File: src/rtl/pio_fis_seq_pkg.sv
package pio_fis_seq_pkg;
    localparam logic [7:0] KIND_PIO_SETUP = 8'h5F;
    localparam logic [7:0] KIND_REG_D2H   = 8'h34;
    localparam int         IRQ_FLAG_BIT   = 6;
    localparam int         STAT_ERR_BIT   = 0;

    typedef struct packed {
        logic [7:0] err;
        logic [7:0] status;
        logic [7:0] flags;
        logic [7:0] kind;
    } fis_hdr_t;
endpackage

File: src/rtl/fis_hdr_build.sv
module fis_hdr_build
    import pio_fis_seq_pkg::*;
#(
    parameter logic [7:0] KIND = KIND_PIO_SETUP
) (
    input  logic       irq_flag_i,
    input  logic [7:0] status_i,
    input  logic [7:0] error_i,
    output fis_hdr_t   hdr_o
);
    always_comb begin
        hdr_o                     = '0;
        hdr_o.kind                = KIND;
        hdr_o.flags[IRQ_FLAG_BIT] = irq_flag_i;
        hdr_o.status              = status_i;
        hdr_o.err                 = error_i;
    end
endmodule

File: src/rtl/slot_mask_dec.sv
module slot_mask_dec #(
    parameter int NSLOTS = 32,
    localparam int SLOT_W = (NSLOTS > 1) ? $clog2(NSLOTS) : 1
) (
    input  logic              en_i,
    input  logic [SLOT_W-1:0] slot_i,
    output logic [NSLOTS-1:0] mask_o
);
    for (genvar g = 0; g < NSLOTS; g++) begin : g_bit
        assign mask_o[g] = en_i && (slot_i == SLOT_W'(g));
    end
endmodule

File: src/rtl/pio_irq_policy.sv
module pio_irq_policy
    import pio_fis_seq_pkg::*;
(
    input  logic       first_drq_done_i,
    input  logic       atapi_i,
    input  logic       write_i,
    input  logic [7:0] status_i,
    output logic       irq_flag_o,
    output logic       copy_ok_o,
    output logic       err_seen_o
);
    always_comb begin
        irq_flag_o = first_drq_done_i || (!atapi_i && !write_i);
        copy_ok_o  = !(atapi_i && !first_drq_done_i);
        err_seen_o = status_i[STAT_ERR_BIT];
    end
endmodule

File: src/rtl/pio_fis_seq.sv
module pio_fis_seq
    import pio_fis_seq_pkg::*;
#(
    parameter int NSLOTS = 32,
    localparam int SLOT_W = (NSLOTS > 1) ? $clog2(NSLOTS) : 1
) (
    input  logic              clk,
    input  logic              rst_n,
    input  logic              start_i,
    input  logic [SLOT_W-1:0] start_slot_i,
    input  logic              start_atapi_i,
    input  logic              start_write_i,
    input  logic [NSLOTS-1:0] issue_i,
    input  logic [7:0]        dev_status_i,
    input  logic [7:0]        dev_error_i,
    input  logic              pio_end_i,
    input  logic              done_i,
    input  logic              rx_on_i,
    output logic              pio_fis_we_o,
    output logic [31:0]       pio_fis_o,
    output logic              d2h_fis_we_o,
    output logic [31:0]       d2h_fis_o,
    output logic              irq_pss_o,
    output logic              irq_tfes_o,
    output logic              irq_dhrs_o,
    output logic              copy_en_o,
    output logic [NSLOTS-1:0] ci_clr_o,
    output logic              recheck_o,
    output logic              busy_valid_o,
    output logic [SLOT_W-1:0] busy_slot_o
);
    typedef struct packed {
        logic              busy;
        logic [SLOT_W-1:0] slot;
        logic              atapi;
        logic              write;
        logic              first_drq;
        logic              init_sent;
        logic              pio_we;
        fis_hdr_t          pio;
        logic              d2h_we;
        fis_hdr_t          d2h;
        logic              pss;
        logic              tfes;
        logic              dhrs;
        logic              copy;
        logic [NSLOTS-1:0] clr;
        logic              recheck;
    } seq_state_t;

    seq_state_t st_d, st_q;

    logic              irq_flag, copy_ok, err_seen;
    logic              done_ok, pio_ok;
    logic [NSLOTS-1:0] slot_mask;
    fis_hdr_t          pio_hdr, d2h_hdr;

    pio_irq_policy u_policy (
        .first_drq_done_i (st_q.first_drq),
        .atapi_i          (st_q.atapi),
        .write_i          (st_q.write),
        .status_i         (dev_status_i),
        .irq_flag_o       (irq_flag),
        .copy_ok_o        (copy_ok),
        .err_seen_o       (err_seen)
    );

    slot_mask_dec #(.NSLOTS(NSLOTS)) u_mask (
        .en_i   (st_q.busy),
        .slot_i (st_q.slot),
        .mask_o (slot_mask)
    );

    fis_hdr_build #(.KIND(KIND_PIO_SETUP)) u_pio_hdr (
        .irq_flag_i (irq_flag),
        .status_i   (dev_status_i),
        .error_i    (dev_error_i),
        .hdr_o      (pio_hdr)
    );

    fis_hdr_build #(.KIND(KIND_REG_D2H)) u_d2h_hdr (
        .irq_flag_i (1'b1),
        .status_i   (dev_status_i),
        .error_i    (dev_error_i),
        .hdr_o      (d2h_hdr)
    );

    assign done_ok = done_i && st_q.busy;
    assign pio_ok  = pio_end_i && st_q.busy && !done_i;

    always_comb begin
        st_d         = st_q;
        st_d.pio_we  = 1'b0;
        st_d.d2h_we  = 1'b0;
        st_d.pss     = 1'b0;
        st_d.tfes    = 1'b0;
        st_d.dhrs    = 1'b0;
        st_d.copy    = 1'b0;
        st_d.clr     = '0;
        st_d.recheck = 1'b0;

        if (done_ok) begin
            st_d.clr     = slot_mask;
            st_d.recheck = |(issue_i & ~slot_mask);
            st_d.d2h_we  = 1'b1;
            st_d.d2h     = d2h_hdr;
            st_d.dhrs    = 1'b1;
            st_d.busy    = 1'b0;
        end else if (pio_ok) begin
            st_d.pio_we    = 1'b1;
            st_d.pio       = pio_hdr;
            st_d.pss       = irq_flag;
            st_d.tfes      = err_seen;
            st_d.copy      = copy_ok;
            st_d.first_drq = 1'b1;
        end

        if (!done_ok && rx_on_i && !st_q.init_sent) begin
            st_d.d2h_we    = 1'b1;
            st_d.d2h       = d2h_hdr;
            st_d.dhrs      = 1'b1;
            st_d.init_sent = 1'b1;
        end

        if (start_i && !st_q.busy) begin
            st_d.busy      = 1'b1;
            st_d.slot      = start_slot_i;
            st_d.atapi     = start_atapi_i;
            st_d.write     = start_write_i;
            st_d.first_drq = 1'b0;
        end
    end

    always_ff @(posedge clk or negedge rst_n) begin
        if (!rst_n) st_q <= '0;
        else        st_q <= st_d;
    end

    assign pio_fis_we_o = st_q.pio_we;
    assign pio_fis_o    = st_q.pio;
    assign d2h_fis_we_o = st_q.d2h_we;
    assign d2h_fis_o    = st_q.d2h;
    assign irq_pss_o    = st_q.pss;
    assign irq_tfes_o   = st_q.tfes;
    assign irq_dhrs_o   = st_q.dhrs;
    assign copy_en_o    = st_q.copy;
    assign ci_clr_o     = st_q.clr;
    assign recheck_o    = st_q.recheck;
    assign busy_valid_o = st_q.busy;
    assign busy_slot_o  = st_q.slot;


    start_accept_chk: assert property (@(posedge clk) disable iff (!rst_n)
        (start_i && !busy_valid_o) |=> (busy_valid_o && busy_slot_o == $past(start_slot_i)));


    pss_with_flag_chk: assert property (@(posedge clk) disable iff (!rst_n)
        irq_pss_o |-> (pio_fis_we_o && pio_fis_o[8 + IRQ_FLAG_BIT]));


    copy_with_record_chk: assert property (@(posedge clk) disable iff (!rst_n)
        copy_en_o |-> pio_fis_we_o);


    clr_onehot_chk: assert property (@(posedge clk) disable iff (!rst_n)
        $onehot0(ci_clr_o));


    clr_ends_busy_chk: assert property (@(posedge clk) disable iff (!rst_n)
        (ci_clr_o != '0) |-> (d2h_fis_we_o && irq_dhrs_o && !busy_valid_o));


    idle_quiet_chk: assert property (@(posedge clk) disable iff (!rst_n)
        (!busy_valid_o) |=> (!pio_fis_we_o && ci_clr_o == '0));
endmodule

File: config.mk
export PLATFORM = sky130hd
export DESIGN_NAME = pio_fis_seq
export DESIGN_NICKNAME = d
export VERILOG_FILES = /design/src/rtl/pio_fis_seq_pkg.sv /design/src/rtl/fis_hdr_build.sv /design/src/rtl/slot_mask_dec.sv /design/src/rtl/pio_irq_policy.sv /design/src/rtl/pio_fis_seq.sv
export SDC_FILE = /design/constraint.sdc
export NUM_CORES = 1
export LEC_CHECK = 0
export ABC_AREA = 1
export CORE_MARGIN = 3
export CORE_UTILIZATION = 43
export CTS_CLUSTER_SIZE = 40
export DETAILED_ROUTE_END_ITERATION = 8
export PLACE_DENSITY = 0.78
export SLEW_MARGIN = 20
export SYNTH_ARGS = -nofsm -noshare
export SYNTH_HDL_FRONTEND = slang
export SYNTH_SLANG_ARGS = --single-unit
File: constraint.sdc
create_clock -name clk -period 1.8 [get_ports clk]
set_clock_uncertainty 0.05 [all_clocks]
set_input_delay 0.45 -clock clk [delete_from_list [all_inputs] [get_ports clk]]
set_output_delay 0.45 -clock clk [all_outputs]
set_load 0.02 [all_outputs]
[Yosys cells after proc, flatten, opt, wreduce, memory -nomap -nowiden]
Cells that the tools add are included.
Storage, ports and cells
  register bits after elaboration: 99
  bits in latches: 0
  bits in writable memories: 0
  memory bits (read-only): 0
  input port bits: 61
  output and inout port bits: 109
  memories: 0
Cells by class
  add/sub/neg operators: 0
  multiply operators: 0
  div/mod/pow operators: 0
  magnitude comparators: 0
  equality and inequality tests: 32
  shift operators: 0
  muxes and demuxes: 15
  bitwise operators: 3
  reduce and logical (&&, ||, !) cells: 56
Operators with widths (count)
  $mux 33: 5
  $eq 5x5->1 const B: 16
  $eq 5x4->1 const B: 8
  $logic_and 1x1->1: 40
  $and 32x32->32: 1
  $not 32->32: 1
  $reduce_or 32->1: 1
  $eq 5x3->1 const B: 4
  $eq 5x2->1 const B: 2
  $mux 9: 1
  $logic_not 1->1: 8
  $mux 1: 7
  $reduce_bool 2->1: 3
  $eq 5x1->1 const B: 1
  $logic_not 5->1: 1
  $mux 2: 2
  $reduce_and 2->1: 2
  $ne 2x1->1 const B: 1
  $logic_or 1x1->1: 1
  $not 1->1: 1

[Depth between registers and ports, before layout]
Gate-level depths: netlist (run 1).
  depth in word-level cells: 6
  gate-level depth with buffers: 10

[Cells and area by module]
A second synthesis (run 1) with hierarchy kept.
Unflattened totals
  cells, all modules: 662
  area, all modules: 5803.1 sq um
Modules (own cells, without submodules)
  pio_fis_seq: times used 1, cells an instance 523, area an instance 5017.3 sq um
  fis_hdr_build: times used 2, cells an instance 34, area an instance 247.7 sq um
  slot_mask_dec: times used 1, cells an instance 67, area an instance 266.5 sq um
  pio_irq_policy: times used 1, cells an instance 4, area an instance 23.8 sq um

[Least setup slack after synthesis (run 1)]
OpenSTA, ideal clock, no wires.
  path type: reg-to-reg
  start point: register st_q, in the netlist busy_valid_o
  end point: register st_q, in the netlist recheck_o
  library setup time: 0.122 ns
  arrival time: 1.326 ns
  path slack: 0.302 ns
  cell stages (with the launch flop): 11
  path buffers: 1
  period minus slack after synthesis: 1.498 ns
  path through: dfrtp_1 > inv_2 > nor2_4 > buf_6 > nand3_1 > nand2_1 > nand2_1 > nor2_1 > nand2_1 > nor2_1 > a21oi_1
RTL lines
  start, declared: RTL line pio_fis_seq.sv:51  | seq_state_t st_d, st_q;
  start signal, assigned: RTL line pio_fis_seq.sv:136  | else st_q <= st_d;

[Worst setup path in the final report (run 1)]
  start point: register st_q, in the netlist ci_clr_o[13]
  end point: output port ci_clr_o[13]
RTL lines
  end, declared: RTL line pio_fis_seq.sv:27  | output logic [NSLOTS-1:0] ci_clr_o,
No word-level cell between the ends.

==> flow_metrics.tcl, run 1 <==
set metrics [dict create \
    final_common_cell "nand2_1" \
    finalCritPeriodShare 0.976 \
    via_count 3133 \
    rows 34 \
    start_util 0.455 \
    status "finished, final reports clean" \
    arrival_ps 1260 \
    routabilityCongestion 0.832 \
    die_w_um 103 \
    peakVddDrop_mv 0.589 \
    power_density_mw_per_mm2 1010 \
    root_buffer "clkbuf_8" \
    dp.final_hpwl_mm 7.63 \
    drv_cap 0 \
    drc 0 \
    cts_sinks 83 \
    critical_path_peak_fanout 1 \
    ys_types 16 \
    cts_buffers 9 \
    rsz0062_at_grt "no" \
    netlist_area_mm2 0.00406 \
    crit_chain "clkdlybuf4s50_1" \
    r2r_start "busy_slot_o[1]" \
    syn_inst 487 \
    grt_max_degree 36 \
    syn_to_final_growth_pct 29.9 \
    clockBufferDepth 2 \
    clk_pin_slew_ps 80 \
    grt_pass1_wl_mm 15.4 \
    dr.pass1.iters 4 \
    drive_above_1_share 0.0717 \
    worst_path_max_delay_cell "clkdlybuf4s50_1" \
    final_net_count 628 \
    preCtsSetupSlack_ps -23.9 \
    yosysSeqAreaShare 0.511 \
    layout_setup_ws_ps 42.9 \
    antenna_found_initial 0 \
    ant_nets 0 \
    crit_start "ci_clr_o[13]" \
    start_kind "flop" \
    drt-initial-drc-count 157 \
    overflow 0 \
    worst_setup_path_end_kind "output pin" \
    die-area_mm2 0.0106 \
    hp-start "st_q[103]" \
    synth_seq_cells 83 \
    crit_path_max_incr_delay_ps 590 \
    ios 170 \
    clk_latency_ps 340 \
    syn_area_per_cell_um2 8.34 \
    fin_hold_ws_ps 412 \
    max_freq_ghz 0.569 \
    p_leak_nw 3.08 \
    antenna_cells 0 \
    vias_per_cell 4.61 \
    setup_viol 0 \
    drv_slew 0 \
    required_ps 1300 \
    design.core.area_mm2 0.00893 \
    grt_pass1_vias 3130 \
    wl_mm 9.99 \
    die_h_um 103 \
    track_usage 0.187 \
    cp.buffers_inverters 1 \
    io_buffers 148 \
    wl_per_cell_um 14.7 \
    crit_family "buffers and inverters" \
    hp-class "flop to flop" \
    hold_viol 0 \
    htreeDepth 3 \
    cts_tree "built" \
    path_class "flop to output pin" \
    synth_warnings 0 \
    final_cell_mix "nand2_1 (180), dfrtp_1 (82), dlygate4sd2_1 (70)" \
    period_minus_slack_ps 1760 \
]
-- synth_stat cells (all sizes together) --
library cell	count	area, um^2
a21oi	2	10.0
clkbuf	4	15.0
or2	2	12.5
nor2	58	240
o21ai	9	45.0
nand2	180	676
conb	1	3.75
buf	109	806
dfrtp	83	2080
nand3	24	120
inv	15	56.3
-- what timing repair did --
item,CTS,global route
pin swaps,0,1
endpoints found under the setup margin,70,17
setup buffers,0,1
hold endpoints to repair,17,0
hold buffers,1,0
resized for setup,70,22
-- layer usage --
layer,global-route usage,share of wire
met4,0.0747,0.024
met1,0.231,0.39
met2,0.321,0.51
met5,0,0
met3,0.0376,0.074
-- where the power goes --
part | total [mW] | switching, mW | internal [mW] | leakage (nW)
Sequential | 2.27 | 0.164 | 2.11 | 1.07
Combinational | 1.46 | 0.901 | 0.555 | 1.89
Clock | 1.61 | 0.673 | 0.936 | 0.120
Total | 5.34 | 1.74 | 3.60 | 3.08
-- final cells by class --
type                       count  area, um^2
sequential                    83        2080
tap                          108         135
inverter                      15        58.8
clock inverter                 5         110
fill                         816        3660
clock buffer                  11         131
timing repair buffer         162        1580
multi-input combinational    296        1190
-- registers in the layout (all words and copies together) (netlist names) --
register and flops:
st_q 4, pio_fis_o 18, pio_fis_we_o 1, busy_valid_o 1, busy_slot_o 5, ci_clr_o 32, irq_tfes_o 1, d2h_fis_we_o 1
irq_pss_o 1, d2h_fis_o 17, recheck_o 1, copy_en_o 1
-- through the flow --
stage	instances	cell area, um^2	util	power (mW)	setup TNS [ps]
CTS	679	5210	0.583	5.36	0
finish	680	5280	0.591	5.34	0
floorplan	507	4140	-	3.40	0
detailed placement	662	5040	0.565	3.92	-23.9
global route	680	5280	0.591	5.61	0
global placement	662	5040	0.565	3.88	0
-- final timing paths --
check	slack (ps)	endpoint	cells past startpoint
max in group asynchronous	750	d2h_fis_o[14]	3
worst max register to register	180	recheck_o	10
min in group asynchronous	470	ci_clr_o[9]	2
worst max-delay path	40	ci_clr_o[13]	1
worst min register to register	410	st_q[103]	2
worst min-delay path	410	st_q[103]	2
-- cell families (layout without fill, tap and decap cells) --
family,count (synthesis),in the layout,share of synthesized area
AOI/OAI and AO/OA,11,11,0.0136
buffers and inverters,128,193,0.216
DFF,83,83,0.511
other,1,21,0.000923
and+or+nand+nor,264,264,0.258
(Power assumes the default switching activity.)
==> inputs of run 2 (changes only) <==
--- a/config.mk
+++ b/config.mk
@@ -7,11 +7,12 @@
 export LEC_CHECK = 0
 export ABC_AREA = 1
 export CORE_MARGIN = 3
-export CORE_UTILIZATION = 43
+export CORE_UTILIZATION = 35
 export CTS_CLUSTER_SIZE = 40
 export DETAILED_ROUTE_END_ITERATION = 8
-export PLACE_DENSITY = 0.78
+export PLACE_DENSITY = 0.74
 export SLEW_MARGIN = 20
 export SYNTH_ARGS = -nofsm -noshare
 export SYNTH_HDL_FRONTEND = slang
 export SYNTH_SLANG_ARGS = --single-unit
+export TNS_END_PERCENT = 100
==> run 2 against run 1 <==
Net effect: critical path depth unchanged; power increased by 1.0%; clock power about the same; routed wire length increased by 4.1%; setup slack got worse by 11 ps; utilization decreased by 11 points; register-to-register slack got worse by 40 ps; clock-buffer cell count unchanged; hold slack got worse by 4.1 ps; sequential power about the same; combinational power about the same; sequential cell count unchanged.
==> flow_metrics.tcl, run 2 (synthesis gave the netlist of run 1 again) <==
set metrics [dict create \
    rows 38 \
    arrival_ps 1270 \
    drc 0 \
    htreeDepth 3 \
    cts_sinks 83 \
    cts_tree "built" \
    fin_hold_ws_ps 408 \
    crit_chain "clkdlybuf4s50_1" \
    ant_nets 0 \
    root_buffer "clkbuf_16" \
    fillCellCount 1071 \
    cts_buffers 9 \
    drv_cap 0 \
    clk_pin_slew_ps 60 \
    cp.buffers_inverters 1 \
    p_leak_nw 2.98 \
    drt-initial-drc-count 235 \
    syn_to_final_growth_pct 32.4 \
    grt_pass1_wl_mm 16.0 \
    crit_family "buffers and inverters" \
    drv_slew 0 \
    register_area_mm2 0.00208 \
    final_common_cell "nand2_1" \
    grt_max_degree 33 \
    period_minus_slack_ps 1770 \
    finalPower_mw 5.39 \
    dr.pass1.iters 4 \
    worst_setup_path_end_kind "output pin" \
    ios 170 \
    crit_path_max_incr_delay_ps 600 \
    die_h_um 114 \
    routabilityCongestion 0.852 \
    max_freq_ghz 0.566 \
    wl_mm 10.4 \
    final_net_count 633 \
    hold_viol 0 \
    start_util 0.367 \
    die-area_mm2 0.0129 \
    io_buffers 148 \
    rsz0062_at_grt "no" \
    overflow 0 \
    clk_latency_ps 340 \
    largest_reg_flops 32 \
    required_ps 1300 \
    power_density_mw_per_mm2 1000 \
    setup_viol 0 \
    peakVddDrop_mv 0.450 \
    via_count 3144 \
    antenna_cells 0 \
    wl_per_cell_um 14.5 \
    worst_path_max_delay_cell "clkdlybuf4s50_1" \
    dp.final_hpwl_mm 8.04 \
    status "finished, final reports clean" \
    track_usage 0.161 \
    hp-class "flop to flop" \
    final_cell_mix "nand2_1 (180), dfrtp_1 (83), clkdlybuf4s50_1 (82)" \
    finalCritPeriodShare 0.982 \
    clockBufferDepth 2 \
    antenna_found_initial 0 \
    drive_above_1_share 0.0797 \
    critical_path_peak_fanout 1 \
    grt_pass1_vias 3166 \
    die_w_um 114 \
    start_kind "flop" \
    path_class "flop to output pin" \
    vias_per_cell 4.38 \
    design.core.area_mm2 0.0111 \
    multi_input_area_mm2 0.00119 \
]
[run 2: worst paths after layout]
check / start / to / slack, ps / depth (start not counted)
setup / recovery: irq_pss_o / irq_pss_o / 30 / 1
hold / removal: st_q[103] / st_q[103] / 410 / 2
setup reg to reg: busy_slot_o[1] / recheck_o / 140 / 10
hold reg to reg: st_q[103] / st_q[103] / 410 / 2
max in group asynchronous: rst_n / ci_clr_o[31] / 660 / 3
min in group asynchronous: rst_n / busy_valid_o / 490 / 2
[run 2: final cells by class]
cell class	count	area share
Sequential cell	83	0.386
Clock inverter	5	0.00559
Inverter	15	0.0105
Clock buffer	11	0.0433
Multi-Input combinational cell	296	0.221
Tap cell	140	0.0326
Timing Repair Buffer	167	0.300
[run 2: power by group]
group	internal [mW]	leakage [nW]	switching [mW]	total, mW
sequential	2.11	1.07	0.171	2.28
combinational	0.574	1.79	0.907	1.48
clock	0.926	0.125	0.701	1.63
total	3.61	2.98	1.78	5.39
[run 2: stage by stage]
stage	cell area (um^2)	setup TNS, ps	std cells	util	worst slack, ps
floorplan	4140	0	507	-	302
global placement	5090	-24.8	697	0.460	-20.1
detailed placement	5090	-818	697	0.460	-85.8
CTS	5310	0	714	0.479	2.86
global route	5380	0	717	0.485	1.94
finish	5380	0	717	0.485	32.1
[run 2: per-layer routing]
layer / part of all wire / global-route usage / vias to the layer above / routed length (um)
li1: - / - / 1534 / -
met1: 0.39 / 0.196 / 1442 / 4090
met2: 0.49 / 0.263 / 143 / 5100
met3: 0.082 / 0.0403 / 25 / 856
met4: 0.034 / 0.0873 / 0 / 353
met5: 0 / 0 / - / 0
[run 2: what timing repair did]
action / in CTS / in global routing
hold endpoints to repair: 17 / 0
gates resized for setup: 49 / 21
endpoints found under the setup margin: 49 / 17
pin swaps: 0 / 1
setup buffers: 0 / 3
hold buffers: 1 / 0
==> inputs of run 3 (changes only) <==
--- a/config.mk
+++ b/config.mk
@@ -6,6 +6,7 @@
 export NUM_CORES = 1
 export LEC_CHECK = 0
 export ABC_AREA = 1
+export CAP_MARGIN = 20
 export CORE_MARGIN = 3
 export CORE_UTILIZATION = 35
 export CTS_CLUSTER_SIZE = 40
==> results of run 3 <==
Final layout, timing and power as in run 2 (identical DEF).
